[config.mk]
export PLATFORM = sky130hd
export DESIGN_NAME = ibq_top
export DESIGN_NICKNAME = d
export VERILOG_FILES = /design/src/rtl/ibq_pkg.sv /design/src/rtl/ibq_bank.sv /design/src/rtl/ibq_ctrl.sv /design/src/rtl/ibq_top.sv
export SDC_FILE = /design/constraint.sdc
export NUM_CORES = 2
export LEC_CHECK = 0
export BUFFER_PORTS_ARGS = -buffer_cell sky130_fd_sc_hd__buf_2
export CAP_MARGIN = 5
export CORE_AREA = 2 2 482 484
export DETAILED_ROUTE_END_ITERATION = 16
export DIE_AREA = 0 0 484 486
export PLACE_DENSITY_LB_ADDON = 0.08
export SLEW_MARGIN = 20
export SYNTH_ARGS = -nofsm -noshare
export SYNTH_HDL_FRONTEND = slang
export SYNTH_SLANG_ARGS = --single-unit
[constraint.sdc]
create_clock -name clk -period 59.8 [get_ports clk]
set_input_delay 11.96 -clock clk [delete_from_list [all_inputs] [get_ports clk]]
set_output_delay 11.96 -clock clk [all_outputs]
set_load 0.02 [all_outputs]
[src/rtl/ibq_pkg.sv]
package ibq_pkg;
  localparam int WIN_BYTES = 16;
  localparam int WIN_BITS  = WIN_BYTES * 8;
  localparam int WIN_OFS_W = $clog2(WIN_BYTES);
  localparam int BLK_OFS_W = WIN_OFS_W + 1;

  // Pop request encoding: 0,1,2 windows; 3 saturates to 2.
  function automatic logic [1:0] pop_sat(input logic [1:0] req);
    return (req == 2'd3) ? 2'd2 : req;
  endfunction
endpackage

[src/rtl/ibq_bank.sv]
module ibq_bank #(
  parameter int ROWS  = 8,
  parameter int ENT_W = 156,
  localparam int ROW_W = $clog2(ROWS)
) (
  input  logic             clk,
  input  logic             we,
  input  logic [ROW_W-1:0] waddr,
  input  logic [ENT_W-1:0] wdata,
  input  logic [ROW_W-1:0] raddr,
  output logic [ENT_W-1:0] rdata
);
  logic [ENT_W-1:0] mem [ROWS];

  always_ff @(posedge clk) begin
    if (we) mem[waddr] <= wdata;
  end

  assign rdata = mem[raddr];
endmodule

[src/rtl/ibq_ctrl.sv]
module ibq_ctrl
  import ibq_pkg::*;
#(
  parameter int DEPTH = 16,
  localparam int PTR_W = $clog2(DEPTH),
  localparam int ROW_W = PTR_W - 1,
  localparam int CNT_W = $clog2(DEPTH + 1)
) (
  input  logic             clk,
  input  logic             rst,
  input  logic             flush,
  input  logic             fill_valid,
  input  logic [1:0]       pop_req,
  output logic             fill_ready,
  output logic             wr_en,
  output logic [ROW_W-1:0] wr_row,
  output logic [PTR_W-1:0] rd_ptr,
  output logic [CNT_W-1:0] count
);
  logic [1:0] req;
  logic [1:0] pops;

  assign fill_ready = (count <= CNT_W'(DEPTH - 2));
  assign wr_en      = fill_valid && fill_ready && !flush;
  assign req        = pop_sat(pop_req);

  always_comb begin
    if (flush)                       pops = 2'd0;
    else if (CNT_W'(req) > count)    pops = count[1:0];
    else                             pops = req;
  end

  always_ff @(posedge clk) begin
    if (rst || flush) begin
      count  <= '0;
      rd_ptr <= '0;
      wr_row <= '0;
    end else begin
      count  <= count + (wr_en ? CNT_W'(2) : CNT_W'(0)) - CNT_W'(pops);
      rd_ptr <= rd_ptr + PTR_W'(pops);
      if (wr_en) wr_row <= wr_row + ROW_W'(1);
    end
  end
endmodule

[src/rtl/ibq_top.sv]
module ibq_top
  import ibq_pkg::*;
#(
  parameter int DEPTH  = 16,
  parameter int ADDR_W = 32,
  localparam int PTR_W = $clog2(DEPTH),
  localparam int ROW_W = PTR_W - 1,
  localparam int ROWS  = DEPTH / 2,
  localparam int CNT_W = $clog2(DEPTH + 1),
  localparam int TAG_W = ADDR_W - WIN_OFS_W,
  localparam int ENT_W = TAG_W + WIN_BITS
) (
  input  logic                clk,
  input  logic                rst,
  input  logic                flush,
  input  logic                fill_valid,
  input  logic [ADDR_W-1:0]   fill_addr,
  input  logic [2*WIN_BITS-1:0] fill_data,
  output logic                fill_ready,
  input  logic [1:0]          pop_req,
  output logic                win0_valid,
  output logic [ADDR_W-1:0]   win0_addr,
  output logic [WIN_BITS-1:0] win0_data,
  output logic                win1_valid,
  output logic [ADDR_W-1:0]   win1_addr,
  output logic [WIN_BITS-1:0] win1_data,
  output logic [CNT_W-1:0]    occ_count,
  output logic                is_full,
  output logic                is_empty
);
  logic             wr_en;
  logic [ROW_W-1:0] wr_row;
  logic [PTR_W-1:0] rd_ptr;
  logic [ROW_W-1:0] head_row;
  logic             head_odd;
  logic [ENT_W-1:0] bank_wdata [2];
  logic [ROW_W-1:0] bank_raddr [2];
  logic [ENT_W-1:0] bank_rdata [2];
  logic [ENT_W-1:0] ent0, ent1;

  ibq_ctrl #(.DEPTH(DEPTH)) u_ctrl (
    .clk(clk), .rst(rst), .flush(flush), .fill_valid(fill_valid),
    .pop_req(pop_req), .fill_ready(fill_ready), .wr_en(wr_en),
    .wr_row(wr_row), .rd_ptr(rd_ptr), .count(occ_count)
  );

  // Bank 0 holds lower halves, bank 1 upper halves of each block.
  assign head_row = rd_ptr[PTR_W-1:1];
  assign head_odd = rd_ptr[0];

  for (genvar g = 0; g < 2; g++) begin : g_bank
    assign bank_wdata[g] = {fill_addr[ADDR_W-1:BLK_OFS_W], 1'(g),
                            fill_data[g*WIN_BITS +: WIN_BITS]};
    if (g == 0) begin : g_lo
      assign bank_raddr[g] = head_odd ? head_row + ROW_W'(1) : head_row;
    end else begin : g_hi
      assign bank_raddr[g] = head_row;
    end
    ibq_bank #(.ROWS(ROWS), .ENT_W(ENT_W)) u_bank (
      .clk(clk), .we(wr_en), .waddr(wr_row), .wdata(bank_wdata[g]),
      .raddr(bank_raddr[g]), .rdata(bank_rdata[g])
    );
  end

  assign ent0 = head_odd ? bank_rdata[1] : bank_rdata[0];
  assign ent1 = head_odd ? bank_rdata[0] : bank_rdata[1];

  assign win0_addr  = {ent0[ENT_W-1:WIN_BITS], {WIN_OFS_W{1'b0}}};
  assign win0_data  = ent0[WIN_BITS-1:0];
  assign win1_addr  = {ent1[ENT_W-1:WIN_BITS], {WIN_OFS_W{1'b0}}};
  assign win1_data  = ent1[WIN_BITS-1:0];
  assign win0_valid = (occ_count >= CNT_W'(1));
  assign win1_valid = (occ_count >= CNT_W'(2));
  assign is_full    = (occ_count == CNT_W'(DEPTH));
  assign is_empty   = (occ_count == '0);
endmodule

# Yosys cells after proc, flatten, opt, wreduce, memory -nomap -nowiden

Memory sizes are Yosys's and may differ from the RTL's. A register that Yosys moved wholly into a read port is not among the register bits.
Index checks and enable logic that the tools add are counted.

Reduce and logical (&&, ||, !) cells: 5
Magnitude comparators: 4
Add/sub/neg operators: 5
Muxes and demuxes: 10
Equality and inequality tests: 2

Operators by type and width:

| kind                | number |
|---|---|
| $mux 156            | 2 |
| $mux 2              | 4 |
| $add 3x1->3 const B | 2 |
| $mux 3              | 2 |
| $add 5x5->5         | 1 |
| $eq 5x5->1 const B  | 1 |
| $ge 5x1->1 const B  | 1 |
| $ge 5x2->1 const B  | 1 |
| $gt 2x5->1          | 1 |
| $le 5x4->1 const B  | 1 |
| $logic_not 5->1     | 1 |
| $sub 5x2->5         | 1 |
| $add 4x2->4         | 1 |
| $eq 2x2->1 const B  | 1 |
| $logic_and 1x1->1   | 2 |
| $mux 1              | 2 |
| $logic_not 1->1     | 1 |
| $logic_or 1x1->1    | 1 |

Logic and storage cells: 31
Bits in registers: 12
Memories: 2
Bits of input ports: 294
Bits in writable memories: 2480
Output and inout port bits: 330

Memories:

| memory               | depth | bits a word | rd ports | clocked after memory_dff | write ports | RTL line       | text |
|---|---|---|---|---|---|---|---|
| g_bank[0].u_bank.mem | 8     | 155         | 1        | 0                        | 1           | ibq_bank.sv:13 | `logic [ENT_W-1:0] mem [ROWS];` |
| g_bank[1].u_bank.mem | 8     | 155         | 1        | 1                        | 1           | ibq_bank.sv:13 |  |

# Depth between registers and ports, before layout

Depth after elaboration: 7
Gate-level depth with buffers: 13
Gate-level depth less buffers: 13

# Hierarchy

From an unflattened synthesis, not the netlist that was laid out.

Cells, all modules: 4087
Area, all modules: 99666.8 µm²

Modules (own cells, without submodules):

| module   | seq. area each (µm²) | area each (µm²) | instances | cells an instance |
|---|---|---|---|---|
| ibq_bank | 37475.9              | 47415.5         | 2         | 1816 |
| ibq_top  | 0.0                  | 4015.1          | 1         | 367 |
| ibq_ctrl | 240.2                | 820.8           | 1         | 88 |

# Worst setup path before layout

Ideal clock, no wire load.

Path kind: input to register
Start point: in flush
End point: mem g_bank[0].u_bank.mem[0][0] (netlist name), enable pin
Path buffers: 0
Cell stages on the path: 3
Required time: 58.176 ns
Slack: 19.094 ns
Data arrival time: 39.081 ns
Library setup time: 1.624 ns
Path through: nor3b_1 > o21ai_1 > nor4_1

Longest elaborated chain between the ends: 4

Ends and longest elaborated chain:

| item                         | RTL line       | text |
|---|---|---|
| start, declared              | ibq_top.sv:15  | `input logic flush,` |
| $logic_not 1->1              | ibq_ctrl.sv:24 | `assign wr_en = fill_valid && fill_ready && !flush;` |
| $logic_and 1x1->1            | ibq_ctrl.sv:24 |  |
| $mux 1                       | ibq_bank.sv:16 | `if (we) mem[waddr] <= wdata;` |
| $mux 1 (implied by the code) | ibq_bank.sv:16 |  |
| end, declared                | ibq_bank.sv:13 |  |

No other way between the ends.

# Worst setup path in the final report

Start point: reg u_ctrl.rd_ptr[3]
End point: out win1_data[26]

Longest elaborated chain between the ends: 4

Ends and longest elaborated chain:

| item                   | RTL line       | text |
|---|---|---|
| start, declared        | ibq_ctrl.sv:17 | `output logic [PTR_W-1:0] rd_ptr,` |
| start signal, assigned | ibq_ctrl.sv:40 | `rd_ptr <= rd_ptr + PTR_W'(pops);` |
| $add 3x1->3            | ibq_top.sv:55  | `assign bank_raddr[g] = head_odd ? head_row + ROW_W'(1) : head_row;` |
| $mux 3 (*)             | ibq_top.sv:55  |  |
| $mem_v2 8x155 (*)      | n/a            |  |
| $mux 156 (*)           | ibq_top.sv:66  | `assign ent1 = head_odd ? bank_rdata[0] : bank_rdata[1];` |
| end, declared          | ibq_top.sv:26  | `output logic [WIN_BITS-1:0] win1_data,` |

Mark *: on every way between the ends. The rest lies on a longest branch, timed or not.

==> impl_metrics.json <==
{
  "p_int_uw": 2858,
  "coreArea_um2": 229500,
  "clock-root-buffer": "clkbuf_16",
  "required_ns": 47.84,
  "hp-class": "reg2reg",
  "synth_cells": 5055,
  "cts_setup_buffers": 0,
  "seqCellArea_um2": 68240,
  "place_congestion": 0.7538,
  "finalNetCount": 6009,
  "viasPerCell": 5.817,
  "cp_max_fo": 60,
  "yosysUniqueCellTypes": 46,
  "dpl.hpwl_mm": 147.6,
  "drt_iter0_markers": 4109,
  "cp-end-kind": "primary output",
  "cp_cell_sequence": "buf_4, buf_4, buf_4, buf_4, mux2i_1, a22oi_1, nand2_1, a21oi_1, buf_2",
  "crit_top_cell": "buf_4",
  "fin_crit_sh_pct": 30.72,
  "p_per_area_nw_per_um2": 33.87,
  "track_usage_pct": 22.05,
  "cts_tree": "yes",
  "yosysSeqAreaShare_pct": 70.88,
  "cp_top_family": "buffers and inverters",
  "antenna_found_initial": 120,
  "skew_ns": 0.05296,
  "synth-xor-area-share_pct": 0.06370,
  "setup_viol_count_final": 0,
  "worst_slew_pin_slew_ns": 1.178,
  "routed_wl_mm": 263.7,
  "total_power_uw": 3747,
  "syn_to_final_growth_pct": 14.93,
  "die_h_um": 486,
  "crit_slowest_cell": "buf_4",
  "setup_slack_ns": 41.43,
  "rsz0062_at_grt": "no",
  "status": "completed",
  "finalHoldViolCount": 0,
  "synth_area_per_cell_um2": 19.04,
  "finalCriticalPeriod_ns": 18.37,
  "grt_pass1_wl_mm": 377.7,
  "ant_nets": 0,
  "seq_power_share_pct": 47.9,
  "p_clk_share_pct": 41.2,
  "finalSetupTns_ns": 0,
  "multiInputGateArea_um2": 26110,
  "syn_area_um2": 96250,
  "combPwrFrac_pct": 10.9,
  "route.detailed.drc": 0,
  "grt_pass1_vias": 53513,
  "synth-compound-area-share_pct": 5.547,
  "yosys.area_share.simple_pct": 1.871,
  "initial_core_util_pct": 41.95,
  "critPathMaxStageDelay_ns": 0.92,
  "synthAdderAreaFrac_pct": 0.2574,
  "yosysWarnings": 0,
  "grt_max_degree": 115,
  "whs_ns": 0.6069,
  "synth_edf_count": 2264,
  "fmax_mhz": 54.44,
  "cap_violations": 0,
  "io_buffers": 610,
  "synth_seq_cells": 2276,
  "power_switching_uw": 888.6,
  "fillCellCount": 19153,
  "fp.dieW_um": 484,
  "cts_sinks": 2276,
  "synth-async-reset-ratio_pct": 0,
  "boundaryPins": 624,
  "htreeDepth": 5,
  "cts.hold.buffers_added": 0,
  "cts_resized": 0,
  "switching_share_pct": 23.72,
  "dr.pass1.iters": 5,
  "wl_per_cell_um": 29.49,
  "ir_drop_mv": 0.02786,
  "crit_buf_inv": 5,
  "overflow": 0,
  "drive_above_1_share_pct": 28.71,
  "path_clk_slew_ns": 0.06,
  "clkLatencyLatePin_ns": 0.91,
  "cp.arrival_ns": 6.41,
  "ys.flop_type": "edfxtp_1",
  "pre_cts_ws_ns": 42.20,
  "final_util_pct": 48.21,
  "synth_top_family_by_area": "multiplexers",
  "power.leakage_uw": 0.03415,
  "clk_path_buf_depth": 4,
  "vias": 52006,
  "drv_slew": 0,
  "dieArea_um2": 235200,
  "rows": 176,
  "worstSetupPathType": "reg2out",
  "synth_mux_area_share_pct": 19.23,
  "cts_buffers": 275,
  "maxSlewHeadroom_pct": 21.28,
  "cp-start-kind": "flop"
}
cell type report:
| type | instances | area share [%] |
|---|---|---|
| Sequential cell | 2276 | 61.69 |
| Multi-Input combinational cell | 2405 | 23.60 |
| Clock buffer | 364 | 6.705 |
| Timing Repair Buffer | 728 | 3.724 |
| Tap cell | 3026 | 3.423 |
| Clock inverter | 95 | 0.7352 |
| Antenna cell | 36 | 0.08144 |
| Inverter | 11 | 0.04411 |
synth_stat cells, drive strengths merged, types with 28 or more instances:
master,instances,area (um2)
mux2,28,315.3
mux2i,543,5448
o22ai,128,800.8
mux4,566,12750
nand3,55,275.3
nand2,296,1111
clkbuf,110,420.4
edfxtp,2264,67990
a21oi,131,655.6
a22oi,385,2890
o21ai,131,655.6
buf,260,1600
worst register-to-register path, delay by kind of cell, from the launching register on:
family	cells	cell delay, ns
buf+inv	3	2.45
simple gates	2	1.10
flops	1	0.48
compound gates	1	0.36
fa+ha+maj	1	0.19
power groups by stage:
stage	combinational, uW	sequential (uW)	clock, uW
2_1_floorplan	255	1860	0
4_1_cts	415	1790	1580
6_report	408	1790	1540
3_5_place_dp	414	1830	0
3_3_place_gp	411	1830	0
5_1_grt	437	1800	1640
logic make-up (layout without fill, tap and decap cells):
logic type,after synthesis,after routing
AO/OA/AOI/OAI,811,811
XOR/XNOR,7,7
buffers and inverters,381,1198
flip-flops,2276,2276
AND/OR/NAND/NOR,424,424
adder cells (fa/ha/maj),18,18
other,1,44
multiplexers,1137,1137
layer usage:
layer | track usage [%] | vias to the layer above | wire length (um)
met4 | 6.897 | 78 | 7360
met1 | 29.00 | 27326 | 109500
met5 | 0 | - | 486
li1 | - | 22492 | -
met3 | 4.931 | 528 | 17400
met2 | 36.56 | 1582 | 128900
registers in the layout (all words and copies together), names as in the netlist:
| register | flops |
|---|---|
| u_ctrl.rd_ptr | 4 |
| u_ctrl.wr_row | 3 |
| g_bank.u_bank.mem | 2264 |
| u_ctrl.count | 5 |
cells in the final DEF, fill, tap and decap left out, types with 28 or more instances in the layout:
master / n
o21ai_1: 122
a21oi_1: 131
buf_2: 610
clkbuf_16: 284
buf_4: 106
edfxtp_1: 2264
clkinv_1: 42
nand3_1: 55
o22ai_1: 128
clkinv_2: 28
a22oi_1: 385
clkbuf_1: 79
nand2_1: 294
diode_2: 36
mux2i_1: 542
mux4_2: 566
through the flow:
stage | std cells | instance area, um2
2_1_floorplan | 5062 | 96280
3_3_place_gp | 8441 | 102200
3_5_place_dp | 8444 | 102200
4_1_cts | 8903 | 110500
5_1_grt | 8924 | 110600
6_report | 8941 | 110600
final timing paths:
check,startpoint,slack [ns],end,depth (start not counted)
setup / recovery,u_ctrl.rd_ptr[3],41.43,win1_data[26],9
hold / removal,u_ctrl.wr_row[2],0.61,u_ctrl.wr_row[2],2
setup reg to reg,u_ctrl.count[2],54.74,g_bank[1].u_bank.mem[5][18],7
hold reg to reg,u_ctrl.wr_row[2],0.61,u_ctrl.wr_row[2],2
Note: power is estimated with default switching activity, not from simulation.
